<file path="config.mk">
export PLATFORM = sky130hd
export DESIGN_NAME = opnd_decoder
export DESIGN_NICKNAME = d
export VERILOG_FILES = /design/src/rtl/opnd_decoder.sv
export SDC_FILE = /design/constraint.sdc
export NUM_CORES = 1
export LEC_CHECK = 0
export BUFFER_PORTS_ARGS = -buffer_cell sky130_fd_sc_hd__buf_2
export CORE_UTILIZATION = 31
export DETAILED_ROUTE_END_ITERATION = 10
export PLACE_DENSITY = 0.57
export RECOVER_POWER = 50
export SYNTH_ARGS = -nofsm -noshare
export SYNTH_HDL_FRONTEND = slang
export SYNTH_SLANG_ARGS = --single-unit
</file>
<file path="constraint.sdc">
create_clock -name clk -period 4.5 [get_ports clk]
set_input_delay 0.675 -clock clk [delete_from_list [all_inputs] [get_ports clk]]
set_output_delay 0.675 -clock clk [all_outputs]
set_load 0.01 [all_outputs]
</file>
<file path="src/rtl/opnd_decoder.sv">
module opnd_decoder #(
  parameter int DW = 16
) (
  input  logic          clk,
  input  logic          rst_n,
  input  logic          start,
  input  logic [5:0]    code,
  input  logic          skip,
  input  logic [8*DW-1:0] reg_file,
  input  logic [DW-1:0] sp_val,
  input  logic [DW-1:0] ext_word,
  input  logic          ext_valid,
  output logic          ext_req,
  output logic          done,
  output logic [2:0]    kind,
  output logic [2:0]    sel,
  output logic [DW-1:0] data,
  output logic          wr_ignore,
  output logic [1:0]    sp_inc,
  output logic          pc_adv
);
  localparam logic [2:0] K_NONE = 3'd0;
  localparam logic [2:0] K_REG  = 3'd1;
  localparam logic [2:0] K_MEM  = 3'd2;
  localparam logic [2:0] K_SPEC = 3'd3;
  localparam logic [2:0] K_LIT  = 3'd4;

  logic          busy;
  logic [5:0]    held;
  logic [DW-1:0] rsel;
  logic [2:0]    n_kind, n_sel;
  logic [DW-1:0] n_data;
  logic          n_ign, n_pc;
  logic [1:0]    n_sp;

  wire [5:0]    cur      = busy ? held : code;
  wire          cur_skip = busy ? 1'b0 : skip;
  wire          need_ext = (cur[5:3] == 3'b010) || (cur == 6'h1e) || (cur == 6'h1f);
  wire [DW-1:0] ext_in   = busy ? ext_word : '0;
  wire          fire     = busy ? ext_valid : (start && (skip || !need_ext));
  wire          go_wait  = !busy && start && !skip && need_ext;

  assign ext_req = busy;

  always_comb rsel = reg_file[DW*int'(cur[2:0]) +: DW];

  always_comb begin
    n_kind = K_NONE;
    n_sel  = '0;
    n_data = '0;
    n_ign  = 1'b1;
    n_sp   = 2'b00;
    n_pc   = need_ext;
    if (!cur_skip) begin
      n_ign = 1'b0;
      if (cur[5]) begin
        n_kind = K_LIT;
        n_data = DW'(cur[4:0]);
        n_ign  = 1'b1;
      end else begin
        case (cur[4:3])
          2'd0: begin n_kind = K_REG; n_sel = cur[2:0]; end
          2'd1: begin n_kind = K_MEM; n_data = rsel; end
          2'd2: begin n_kind = K_MEM; n_data = ext_in + rsel; end
          default: begin
            case (cur[2:0])
              3'd0: begin n_kind = K_MEM; n_data = sp_val; n_sp = 2'b01; end
              3'd1: begin n_kind = K_MEM; n_data = sp_val; end
              3'd2: begin n_kind = K_MEM; n_data = sp_val - DW'(1); n_sp = 2'b11; end
              3'd6: begin n_kind = K_MEM; n_data = ext_in; end
              3'd7: begin n_kind = K_LIT; n_data = ext_in; n_ign = 1'b1; end
              default: begin n_kind = K_SPEC; n_sel = cur[2:0] - 3'd3; end
            endcase
          end
        endcase
      end
    end
  end

  always_ff @(posedge clk) begin
    if (!rst_n) begin
      busy      <= 1'b0;
      held      <= '0;
      done      <= 1'b0;
      kind      <= K_NONE;
      sel       <= '0;
      data      <= '0;
      wr_ignore <= 1'b0;
      sp_inc    <= 2'b00;
      pc_adv    <= 1'b0;
    end else begin
      done <= fire;
      if (go_wait) begin
        busy <= 1'b1;
        held <= code;
      end else if (busy && ext_valid) begin
        busy <= 1'b0;
      end
      if (fire) begin
        kind      <= n_kind;
        sel       <= n_sel;
        data      <= n_data;
        wr_ignore <= n_ign;
        sp_inc    <= n_sp;
        pc_adv    <= n_pc;
      end
    end
  end

  assert_lit_ignore_R8: assert property (@(posedge clk) disable iff (!rst_n)
    (done && kind == K_LIT) |-> wr_ignore);
  assert_stack_only_mem_R4: assert property (@(posedge clk) disable iff (!rst_n)
    (done && sp_inc != 2'b00) |-> (kind == K_MEM));
  assert_skip_quiet_R9: assert property (@(posedge clk) disable iff (!rst_n)
    (done && kind == K_NONE) |-> (sp_inc == 2'b00 && wr_ignore));
  assert_no_req_on_skip_R9: assert property (@(posedge clk) disable iff (!rst_n)
    (start && skip && !ext_req) |=> !ext_req);
  assert_word_then_done_R10: assert property (@(posedge clk) disable iff (!rst_n)
    (ext_req && ext_valid) |=> (done && pc_adv && !ext_req));
  assert_reg_no_data_R12: assert property (@(posedge clk) disable iff (!rst_n)
    (done && (kind == K_REG || kind == K_SPEC)) |-> (data == '0));
endmodule

</file>
==> impl_metrics.toml <==
[run_status]
run_status = "finished, final reports clean"

[hold_path]
holdCritStartpoint = "sp_inc[0]"
holdCritPathClass = "reg -> reg"

[power_and_ir_drop]
power_density_nw_per_um2 = 219
total_leakage_power_nw = 2.42
ir_worst_vdd_uv = 172

[synth]
yosys_register_bits = 34
synth.yosys.seq_area_share_pct = 16.6
synthesized_area_divided_by_synthesized_cell_count_um2 = 7.71
ys_warn_count = 0
synth-edff-count = 0
synth.cell_area_um2 = 4110
async_flop_share_pct = 0
synth_cell_type_count = 63
synth_top_cell_area_share_pct = 16.6
postSynthNetCount = 730
yosys_most_used_dff = "sky130_fd_sc_hd__dfxtp_1"
post_synth_inst_count = 533
area_leader_netlist = "sky130_fd_sc_hd__dfxtp_1"
yosys-top-cells-area = "sky130_fd_sc_hd__dfxtp_1 (17%), sky130_fd_sc_hd__mux4_2 (15%), sky130_fd_sc_hd__nand2_1 (10%)"

[detailed_routing]
post_route_drc = 0
iter_0_drt_violations = 375
via_count = 4928
drtPass1Iterations = 5
routed_wl_mm = 15.8
antenna_left = 0
post_drt_via_cell_ratio = 5.50
post_drt_wl_per_cell_um = 17.6

[clock_network]
cts.sink_count = 34
depth_of_the_cts_h_tree = 2
cts_resized = 0
cts_root_buf = "sky130_fd_sc_hd__clkbuf_16"
clk_transition_reported_paths_ns = 0.06
post-cts-setup-buffer-count = 0
cts_tree = "built"
number_of_buffers_added_by_the_clock_tree_synthesis_step = 5
clock_tree.buffer_depth = 2
clock_insertion_delay_worst_skew_ns = 0.29
holdBufCountCts = 0

[final_layout]
fillerInstances = 1365
most-common-layout-cells = "sky130_fd_sc_hd__buf_2 (171), sky130_fd_sc_hd__nand2_1 (112), sky130_fd_sc_hd__a21oi_1 (38)"
drive_gt1_share_pct = 31.8
layout_commonest_cell = "sky130_fd_sc_hd__buf_2"
finalNetCount = 920
diodes = 0
area.growth.synth_to_final_pct = 32.8
final_design_instance_area_without_fill_um2 = 5460

[critical_path]
timing.rr.start = "ext_req"
cp_data_required_time_ns = 4.65
worst_ep_arrival_time_ns = 4.14
crit_path_start = "ext_req"
start_kind = "flip-flop"
worstSetupEndpointType = "flip-flop"
timing.critical_path.fanout_max = 15
worst_setup_path_type = "reg -> reg"

[global_route]
globalRouteOverflowTotal = 0
wire_length_of_the_first_global_routing_pass_mm = 23.9
grt_max_degree = 38
grt_antenna_before_repair = 0
grt_use_total_pct = 22.7
vias_in_the_first_global_route = 4686

[placed_design]
placed_cell_area_um2 = 5300
dp_hpwl_mm = 13.0
placement.io_buffers = 198
gp_congestion = 0.900
pre_cts_ws_ns = 0.440

[timing]
final-setup-viol-count = 0
final_max_slew_viol_count = 0
finClkSkew_ns = 0.0105
report.final.hold_viol_count = 0
final.min_clock_period_ns = 3.99
grt_setup_unrepaired = "no"
setup_total_negative_slack_ns = 0
max-slew-margin-rel_pct = 44.1
postLayoutSetupSlackWorst_ns = 0.513
transition_time_at_the_pin_with_the_least_slew_margin_ns = 0.835
post_route_clock_period_utilization_pct = 88.6
fmax_mhz = 251

[floorplan]
die_area_um2 = 13700
dieHeight_um = 117
placement_rows = 41
io-pin-count = 199
coreArea_um2 = 12800
starting_utilization_of_the_core_area_pct = 32.2
die_w_um = 117

[run]
max-cap-violations = 0
==> layout make-up <==
cell class	count	area (µm²)	share of cell area [%]
well taps	172	215	3.94
multi-input cells	446	3220	59.0
flip-flops and latches	34	681	12.5
clock inverters	3	68.8	1.26
clock buffers	5	125	2.29
inverters	25	96.3	1.77
repair buffers	211	1050	19.3
==> report_power, final <==
group	internal, mW	switching (mW)
registers	0.310	0.00595
logic	0.190	0.230
clock network	0.318	0.141
==> sequential cells by signal (all words and copies together) (netlist names) <==
signal,cells
held,6
wr_ignore,1
kind,3
ext_req,1
pc_adv,1
sel,3
done,1
sp_inc,2
data,16
==> through the flow <==
| stage | hold WS (ns) | cells | utilization, % | power, mW |
|---|---|---|---|---|
| floorplan | 0.463 | 533 | - | 0.575 |
| global placement | 0.435 | 888 | 41.5 | 0.737 |
| detailed placement | 0.444 | 888 | 41.5 | 0.741 |
| CTS | 0.453 | 896 | 43.0 | 1.20 |
| global route | 0.475 | 896 | 42.7 | 1.25 |
| finish | 0.449 | 896 | 42.7 | 1.20 |
==> Yosys cell counts, types with 7 or more instances <==
cell type / instances
sky130_fd_sc_hd__and2_1: 14
sky130_fd_sc_hd__ha_1: 25
sky130_fd_sc_hd__inv_1: 22
sky130_fd_sc_hd__nor3_1: 11
sky130_fd_sc_hd__o21ai_0: 37
sky130_fd_sc_hd__nand3_1: 12
sky130_fd_sc_hd__nor2_1: 31
sky130_fd_sc_hd__o21ai_1: 8
sky130_fd_sc_hd__a221oi_1: 15
sky130_fd_sc_hd__a211oi_1: 7
sky130_fd_sc_hd__dfxtp_1: 34
sky130_fd_sc_hd__xnor2_1: 11
sky130_fd_sc_hd__a21oi_1: 38
sky130_fd_sc_hd__xor2_1: 8
sky130_fd_sc_hd__mux2i_1: 8
sky130_fd_sc_hd__mux4_2: 27
sky130_fd_sc_hd__clkbuf_1: 18
sky130_fd_sc_hd__buf_2: 7
sky130_fd_sc_hd__nand2_1: 112
==> routing by layer <==
metal / global-route usage, % / routed length [µm] / share of wire [%] / up-vias
met5: 0 / 0 / 0 / -
met4: 4.64 / 148 / 0.94 / 0
met3: 2.73 / 1260 / 8.0 / 11
met2: 39.4 / 7600 / 48 / 225
met1: 30.4 / 6750 / 43 / 2331
li1: - / - / - / 2361
==> path summary, 6_finish.rpt <==
kind                             endpoint  cells past startpoint  slack, ns
worst max-delay path             data[10]                     15       0.51
worst min register to register  sp_inc[0]                      2       0.45
worst min-delay path            sp_inc[0]                      2       0.45
worst max register to register   data[10]                     15       0.51
==> critical path: stages (launching register included) <==
cell	delay (ns)
sky130_fd_sc_hd__dfxtp_1	0.53
sky130_fd_sc_hd__buf_4	0.27
sky130_fd_sc_hd__mux2i_4	0.30
sky130_fd_sc_hd__buf_4	0.27
sky130_fd_sc_hd__and2_1	0.15
sky130_fd_sc_hd__a211oi_1	0.04
sky130_fd_sc_hd__o31ai_1	0.40
sky130_fd_sc_hd__inv_1	0.13
sky130_fd_sc_hd__fa_1	0.47
sky130_fd_sc_hd__nor2b_1	0.15
sky130_fd_sc_hd__o31a_1	0.21
sky130_fd_sc_hd__o2111ai_1	0.18
sky130_fd_sc_hd__nand2_1	0.13
sky130_fd_sc_hd__xor2_1	0.09
sky130_fd_sc_hd__a221oi_1	0.43
sky130_fd_sc_hd__o21ai_1	0.10
==> cells by family after synthesis <==
logic type	share of synthesized area, %
DFF	16.6
muxes	18.5
adders and majority gates	8.10
xor gates and xnor gates	4.05
buffers and inverters	5.39
AOI/OAI and AO/OA	25.1
and+or+nand+nor	22.3
(Power assumes the default switching activity.)
